File: src/rtl/audio_pio_pkg.sv
package audio_pio_pkg;

  typedef logic [7:0] byte_t;

  // Snapshot of the asynchronous host pins, moved through the synchronizer as one word.
  typedef struct packed {
    logic  cs_n;
    logic  rd_n;
    logic  wr_n;
    logic  cap_ack_n;
    logic  play_ack_n;
    byte_t data;
  } bus_snap_t;

  localparam bus_snap_t BUS_IDLE = '{cs_n: 1'b1, rd_n: 1'b1, wr_n: 1'b1,
                                     cap_ack_n: 1'b1, play_ack_n: 1'b1, data: 8'h00};

  function automatic logic cycle_ok(input bus_snap_t s);
    return !s.cs_n && s.cap_ack_n && s.play_ack_n;
  endfunction

endpackage

File: src/rtl/pio_strobe_sync.sv
module pio_strobe_sync
  import audio_pio_pkg::*;
#(
  parameter int SYNC_STAGES = 2
) (
  input  logic      clk,
  input  logic      rst_n,
  input  bus_snap_t pins,
  output logic      rd_fire,
  output logic      wr_fire,
  output byte_t     wr_byte
);

  bus_snap_t [SYNC_STAGES:0] chain;
  bus_snap_t                 prev_q;
  bus_snap_t                 cur;

  assign chain[0] = pins;

  for (genvar g = 0; g < SYNC_STAGES; g++) begin : g_stage
    always_ff @(posedge clk or negedge rst_n) begin
      if (!rst_n) chain[g+1] <= BUS_IDLE;
      else        chain[g+1] <= chain[g];
    end
  end

  always_ff @(posedge clk or negedge rst_n) begin
    if (!rst_n) prev_q <= BUS_IDLE;
    else        prev_q <= cur;
  end

  assign cur = chain[SYNC_STAGES];

  // Completion is the low-to-high step; the qualifiers and data come from the strobe-low sample.
  always_comb begin
    rd_fire = !prev_q.rd_n && cur.rd_n && cycle_ok(prev_q);
    wr_fire = !prev_q.wr_n && cur.wr_n && cycle_ok(prev_q);
    wr_byte = prev_q.data;
  end

  assert_single_read_fire_R9: assert property (@(posedge clk) disable iff (!rst_n)
    rd_fire |=> !rd_fire);
  assert_single_write_fire_R9: assert property (@(posedge clk) disable iff (!rst_n)
    wr_fire |=> !wr_fire);

endmodule

File: src/rtl/pio_capture_path.sv
module pio_capture_path
  import audio_pio_pkg::*;
#(
  parameter int SAMPLE_BYTES = 4
) (
  input  logic                      clk,
  input  logic                      rst_n,
  input  logic                      active,
  input  logic                      tick,
  input  logic [8*SAMPLE_BYTES-1:0] sample_in,
  input  logic                      rd_fire,
  input  logic                      rd_now,
  output byte_t                     dout,
  output logic                      oe,
  output logic                      ready
);

  localparam int IW = (SAMPLE_BYTES > 1) ? $clog2(SAMPLE_BYTES) : 1;
  localparam logic [IW-1:0] LAST = IW'(SAMPLE_BYTES - 1);

  byte_t [SAMPLE_BYTES-1:0] hold_q, hold_d;
  logic  [IW-1:0]           idx_q, idx_d;
  logic                     ready_q, ready_d;
  logic                     hold_en;

  always_comb begin
    idx_d   = idx_q;
    ready_d = ready_q;
    hold_d  = hold_q;
    hold_en = 1'b0;
    if (!active) begin
      idx_d   = '0;
      ready_d = 1'b0;
    end else begin
      if (rd_fire) begin
        if (idx_q == LAST) begin
          idx_d   = '0;
          ready_d = 1'b0;
        end else begin
          idx_d = idx_q + 1'b1;
        end
      end
      if (tick) begin
        hold_d  = sample_in;
        hold_en = 1'b1;
        idx_d   = '0;
        ready_d = 1'b1;
      end
    end
  end

  always_ff @(posedge clk or negedge rst_n) begin
    if (!rst_n) begin
      idx_q   <= '0;
      ready_q <= 1'b0;
    end else begin
      idx_q   <= idx_d;
      ready_q <= ready_d;
    end
  end

  always_ff @(posedge clk or negedge rst_n) begin
    if (!rst_n)       hold_q <= '0;
    else if (hold_en) hold_q <= hold_d;
  end

  assign dout  = hold_q[idx_q];
  assign oe    = active && rd_now;
  assign ready = ready_q;

  assert_cap_idx_range_R9: assert property (@(posedge clk) disable iff (!rst_n)
    idx_q <= LAST);
  assert_cap_off_clears_R11: assert property (@(posedge clk) disable iff (!rst_n)
    !active |=> (!ready_q && idx_q == '0));
  assert_cap_tick_sets_R6: assert property (@(posedge clk) disable iff (!rst_n)
    (active && tick) |=> (ready_q && idx_q == '0));
  assert_cap_last_clears_R7: assert property (@(posedge clk) disable iff (!rst_n)
    (active && rd_fire && idx_q == LAST && !tick) |=> (!ready_q && idx_q == '0));

endmodule

File: src/rtl/pio_playback_path.sv
module pio_playback_path
  import audio_pio_pkg::*;
#(
  parameter int SAMPLE_BYTES = 4
) (
  input  logic                      clk,
  input  logic                      rst_n,
  input  logic                      active,
  input  logic                      tick,
  input  logic                      wr_fire,
  input  byte_t                     wr_byte,
  output logic [8*SAMPLE_BYTES-1:0] sample_out,
  output logic                      load,
  output logic                      ready
);

  localparam int IW = (SAMPLE_BYTES > 1) ? $clog2(SAMPLE_BYTES) : 1;
  localparam logic [IW-1:0] LAST = IW'(SAMPLE_BYTES - 1);

  byte_t [SAMPLE_BYTES-1:0] asm_q, asm_d, out_q, out_d;
  logic  [IW-1:0]           idx_q, idx_d;
  logic                     ready_q, ready_d, load_q, load_d;
  logic                     asm_en, out_en;

  always_comb begin
    asm_d   = asm_q;
    out_d   = out_q;
    idx_d   = idx_q;
    ready_d = ready_q;
    load_d  = 1'b0;
    asm_en  = 1'b0;
    out_en  = 1'b0;
    if (!active) begin
      idx_d   = '0;
      ready_d = 1'b0;
    end else begin
      if (wr_fire) begin
        asm_d[idx_q] = wr_byte;
        asm_en       = 1'b1;
        if (idx_q == LAST) begin
          out_d   = asm_d;
          out_en  = 1'b1;
          load_d  = 1'b1;
          ready_d = 1'b0;
          idx_d   = '0;
        end else begin
          idx_d = idx_q + 1'b1;
        end
      end
      if (tick) ready_d = 1'b1;
    end
  end

  always_ff @(posedge clk or negedge rst_n) begin
    if (!rst_n) begin
      idx_q   <= '0;
      ready_q <= 1'b0;
      load_q  <= 1'b0;
    end else begin
      idx_q   <= idx_d;
      ready_q <= ready_d;
      load_q  <= load_d;
    end
  end

  always_ff @(posedge clk or negedge rst_n) begin
    if (!rst_n)      asm_q <= '0;
    else if (asm_en) asm_q <= asm_d;
  end

  always_ff @(posedge clk or negedge rst_n) begin
    if (!rst_n)      out_q <= '0;
    else if (out_en) out_q <= out_d;
  end

  assign sample_out = out_q;
  assign load       = load_q;
  assign ready      = ready_q;

  assert_play_idx_range_R9: assert property (@(posedge clk) disable iff (!rst_n)
    idx_q <= LAST);
  assert_play_off_clears_R11: assert property (@(posedge clk) disable iff (!rst_n)
    !active |=> (!ready_q && idx_q == '0 && !load_q));
  assert_play_last_loads_R8: assert property (@(posedge clk) disable iff (!rst_n)
    (active && wr_fire && idx_q == LAST && !tick) |=> (load_q && !ready_q));
  assert_play_out_stable_R2: assert property (@(posedge clk) disable iff (!rst_n)
    !load_q |-> $stable(out_q));

endmodule

File: src/rtl/audio_pio_port.sv
module audio_pio_port
  import audio_pio_pkg::*;
#(
  parameter int SAMPLE_BYTES = 4,
  parameter int SYNC_STAGES  = 2
) (
  input  logic                      clk,
  input  logic                      rst_n,
  input  logic                      cs_n,
  input  logic                      rd_n,
  input  logic                      wr_n,
  input  logic                      cap_ack_n,
  input  logic                      play_ack_n,
  input  logic [7:0]                bus_din,
  output logic [7:0]                bus_dout,
  output logic                      bus_oe,
  input  logic                      cap_en,
  input  logic                      cap_pio,
  input  logic                      play_en,
  input  logic                      play_pio,
  input  logic                      cap_tick,
  input  logic                      play_tick,
  input  logic [8*SAMPLE_BYTES-1:0] cap_sample,
  output logic [8*SAMPLE_BYTES-1:0] play_sample,
  output logic                      play_load,
  output logic                      cap_ready,
  output logic                      play_ready
);

  logic [1:0] rst_sync_q;
  logic       core_rst_n;

  always_ff @(posedge clk or negedge rst_n) begin
    if (!rst_n) rst_sync_q <= 2'b00;
    else        rst_sync_q <= {rst_sync_q[0], 1'b1};
  end
  assign core_rst_n = rst_sync_q[1];

  bus_snap_t pins;
  logic      rd_fire, wr_fire, rd_now;
  byte_t     wr_byte;
  logic      cap_active, play_active;

  assign pins        = '{cs_n: cs_n, rd_n: rd_n, wr_n: wr_n, cap_ack_n: cap_ack_n,
                         play_ack_n: play_ack_n, data: bus_din};
  assign rd_now      = cycle_ok(pins) && !rd_n;
  assign cap_active  = cap_en && cap_pio;
  assign play_active = play_en && play_pio;

  pio_strobe_sync #(.SYNC_STAGES(SYNC_STAGES)) sync_i (
    .clk(clk), .rst_n(core_rst_n), .pins(pins),
    .rd_fire(rd_fire), .wr_fire(wr_fire), .wr_byte(wr_byte)
  );

  pio_capture_path #(.SAMPLE_BYTES(SAMPLE_BYTES)) cap_i (
    .clk(clk), .rst_n(core_rst_n), .active(cap_active), .tick(cap_tick),
    .sample_in(cap_sample), .rd_fire(rd_fire), .rd_now(rd_now),
    .dout(bus_dout), .oe(bus_oe), .ready(cap_ready)
  );

  pio_playback_path #(.SAMPLE_BYTES(SAMPLE_BYTES)) play_i (
    .clk(clk), .rst_n(core_rst_n), .active(play_active), .tick(play_tick),
    .wr_fire(wr_fire), .wr_byte(wr_byte),
    .sample_out(play_sample), .load(play_load), .ready(play_ready)
  );

  assert_oe_needs_read_R4: assert property (@(posedge clk) disable iff (!core_rst_n)
    bus_oe |-> (!rd_n && !cs_n && cap_active));
  assert_oe_needs_acks_R3: assert property (@(posedge clk) disable iff (!core_rst_n)
    bus_oe |-> (cap_ack_n && play_ack_n));

endmodule

File: config.mk
export PLATFORM = sky130hd
export DESIGN_NAME = audio_pio_port
export DESIGN_NICKNAME = d
export VERILOG_FILES = /design/src/rtl/audio_pio_pkg.sv /design/src/rtl/pio_strobe_sync.sv /design/src/rtl/pio_capture_path.sv /design/src/rtl/pio_playback_path.sv /design/src/rtl/audio_pio_port.sv
export SDC_FILE = /design/constraint.sdc
export NUM_CORES = 1
export LEC_CHECK = 0
export ABC_AREA = 1
export BUFFER_PORTS_ARGS = -buffer_cell sky130_fd_sc_hd__buf_2
export CAP_MARGIN = 5
export CORE_UTILIZATION = 59
export CTS_BUF_LIST = sky130_fd_sc_hd__clkbuf_16
export DETAILED_ROUTE_END_ITERATION = 10
export GPL_TIMING_DRIVEN = 0
export PLACE_DENSITY_LB_ADDON = 0.05
export SKIP_LAST_GASP = 1
export SYNTH_ARGS = -nofsm -noshare
export SYNTH_HDL_FRONTEND = slang
export SYNTH_SLANG_ARGS = --single-unit
File: constraint.sdc
create_clock -name clk -period 7.7 [get_ports clk]
set_input_delay 2.31 -clock clk [delete_from_list [all_inputs] [get_ports clk]]
set_output_delay 2.31 -clock clk [all_outputs]
set_load 0.02 [all_outputs]
==> metrics.md <==
| Metric | Value |
|---|---|
| First-pass GRT wire length | 20600 µm |
| Clk_lat worst skew | 0.42 ns |
| Root buf cell | clkbuf_16 |
| CTS tree | yes |
| Antenna diodes | 0 |
| Total gr overflow | 0 |
| Setup violations, final | 0 |
| Min Tclk post-route | 5.36 ns |
| CP Launch Point | cap_en |
| Residual DRC | 4 |
| Initial antenna violation count | 0 |
| Layout Skew | 0.00942 ns |
| Min-Delay Path Class | reg2async |
| Clock buffer depth | 2 |
| Number of global-route vias before repair | 4349 |
| Final ANT Viol Nets | 0 |
| Via density | 5.35 |
| Most frequent cells in the layout | nand2_1 (195), dfrtp_1 (120), buf_2 (105) |
| Crit end category | output pin |
| Cell variety after synth | 25 |
| Failing checks | DRC |
| Clk pin slew, worst setup/hold paths | 0.06 ns |
| CTS Sinks | 136 |
| Final core occ | 0.758 |
| Die Footprint | 9610 µm² |
| Number of top-level pins | 97 |
| Area of the core | 8810 µm² |
| #FFs+latches synth | 136 |
| FF-to-FF Start | play_i.idx_q[0]$_DFFE_PN0P_ |
| Total CTS buffers | 17 |
| Critical Path RT | 5.39 ns |
| Gr usage total | 0.277 |
| RSZ-0062 raised after global routing | no |
| Net count after synthesis | 636 |
| Post-synthesis sequential area ratio | 0.629 |
| Max Transition Viols Final | 0 |
| Area grow syn2layout | 22.7% |
| H-tree depth | 4 |
| Largest net degree at the start of global routing | 57 |
| Die height | 98.0 µm |
| Buffers on Ports | 95 |
| Max Clk Rate | 187 MHz |
| Post-DP HPWL | 8220 µm |
| Initial core utilization | 0.618 |
| Power Dens Cells | 259 nW/µm² |
| Final Hold Viols | 0 |
| Commonest non-fill, non-tap cell in the layout | nand2_1 |
| Layout cell share with drive strength beyond 1 | 0.239 |
| FP Rows | 34 |
| # Post-CTS Setup Buffers | 0 |
| DRT Wirelength | 11900 µm |
| First-pass iteration count of the detailed router | 10 |
| Vias | 4358 |
| Final Wtd Congestion | 0.812 |
| Crit Path Max Fanout | 8 |
| Mean post-synth cell area | 9.42 µm² |
| Worst r2r path cells | 7 |
| Status | complete, but fails checks |
| Chip width | 98.0 µm |
| Hold_buf cts | 0 |
| Kind of critical path | in2out |
| Routed len/inst | 14.6 µm |
| Final setup TNS | 0 ns |
| Maximum vdd ir drop | 175 µV |
| CP arrival | 3.05 ns |
| Post-Syn Instances | 578 |
| Yosys Warn Count | 0 |
| Worst Setup EP | bus_oe |
| Max_cap viols | 0 |
| Final nets | 752 |
| Worst setup SP type | input pin |
| Synthesized area | 5440 µm² |
| FF-to-FF End | play_i.asm_q[7]$_DFFE_PN0P_ |
| Post-CTS Resized | 0 |
| Flop2flop setup slack | 5.93 ns |
| DR iter-0 viols | 250 |
| Leakage | 3.56 nW |
| Final worst path period share | 0.696 |
==> where the power goes <==
part	switching (mW)	leakage, nW	internal, mW
combinational	0.0893	1.59	0.0504
sequential	0.0334	1.68	0.783
clock	0.309	0.287	0.464
total	0.431	3.56	1.30
==> synthesized netlist by cell type, drive strengths merged <==
cell type / n / area (µm²)
conb: 1 / 3.75
clkbuf: 13 / 48.8
o21ai: 67 / 335
nand2: 196 / 738
o22ai: 8 / 50.1
inv: 35 / 131
nor2: 22 / 101
nand3: 71 / 380
clkinv: 1 / 3.75
buf: 20 / 148
ha: 5 / 62.6
nor3: 1 / 5.00
dfstp: 15 / 394
nand4: 1 / 6.26
dfrtp: 121 / 3030
or2: 1 / 6.26
==> worst max-delay path, cell delays in order <==
cell and delay (ns):
buf_2 0.09, nand2_1 0.09, clkinv_1 0.21, nand3_1 0.14, nor3_1 0.05, buf_2 0.15
==> registers in the layout, indices dropped and copies added, names as in the netlist, 5 cells and up <==
name / count
play_i.sample_out: 32
sync_i.chain: 26
sync_i.wr_byte: 8
play_i.asm_q: 24
sync_i.prev_q: 5
cap_i.hold_q: 32
==> worst min path at each step <==
stage / cells after the start / to
3_3_place_gp: 0 / sync_i.chain[28]$_DFF_PN0_
4_1_cts: 0 / cap_i.ready$_DFFE_PN0P_
2_1_floorplan: 0 / rst_sync_q[1]$_DFF_PN0_
5_1_grt: 0 / cap_i.ready$_DFFE_PN0P_
6_report: 0 / cap_i.ready$_DFFE_PN0P_
3_5_place_dp: 0 / cap_i.ready$_DFFE_PN0P_
==> per-stage QoR <==
stage / instance area [µm²] / hold WS [ns] / instances / power [mW] / worst slack, ns
after floorplan: 5440 / 0.331 / 578 / 0.910 / 2.39
after global placement: 6050 / 0.332 / 781 / 0.952 / 2.37
after detailed placement: 6100 / 0.295 / 783 / 0.965 / 2.33
after CTS: 6680 / 0.301 / 815 / 1.74 / 2.33
after global routing: 6680 / 0.336 / 815 / 1.80 / 2.29
final: 6680 / 0.292 / 815 / 1.73 / 2.34
==> cell type report <==
type	instances	area, µm²
flip-flops and latches	136	3430
fillers	631	2130
multi-input cells	373	1690
repair buffers	97	523
clock buffers	18	450
plain buffers	33	196
inverters	36	135
well taps	108	135
clock inverters	14	121
==> layer usage <==
layer	wire length (µm)	vias to the layer above	track usage
met2	6100	148	0.465
met4	236	0	0.101
met3	642	24	0.0680
li1	-	2087	-
met1	4960	2099	0.353
met5	0	-	0
==> kinds of logic after synthesis <==
logic type               count (synthesis)  share of synthesized area
buffers and inverters                   69                     0.0609
AO/OA/AOI/OAI                           75                     0.0708
other                                    1                   0.000689
adder cells (fa/ha/maj)                  5                     0.0115
flip-flops                             136                      0.629
AND/OR/NAND/NOR                        292                      0.227
Power figures use the tool's default switching activity.
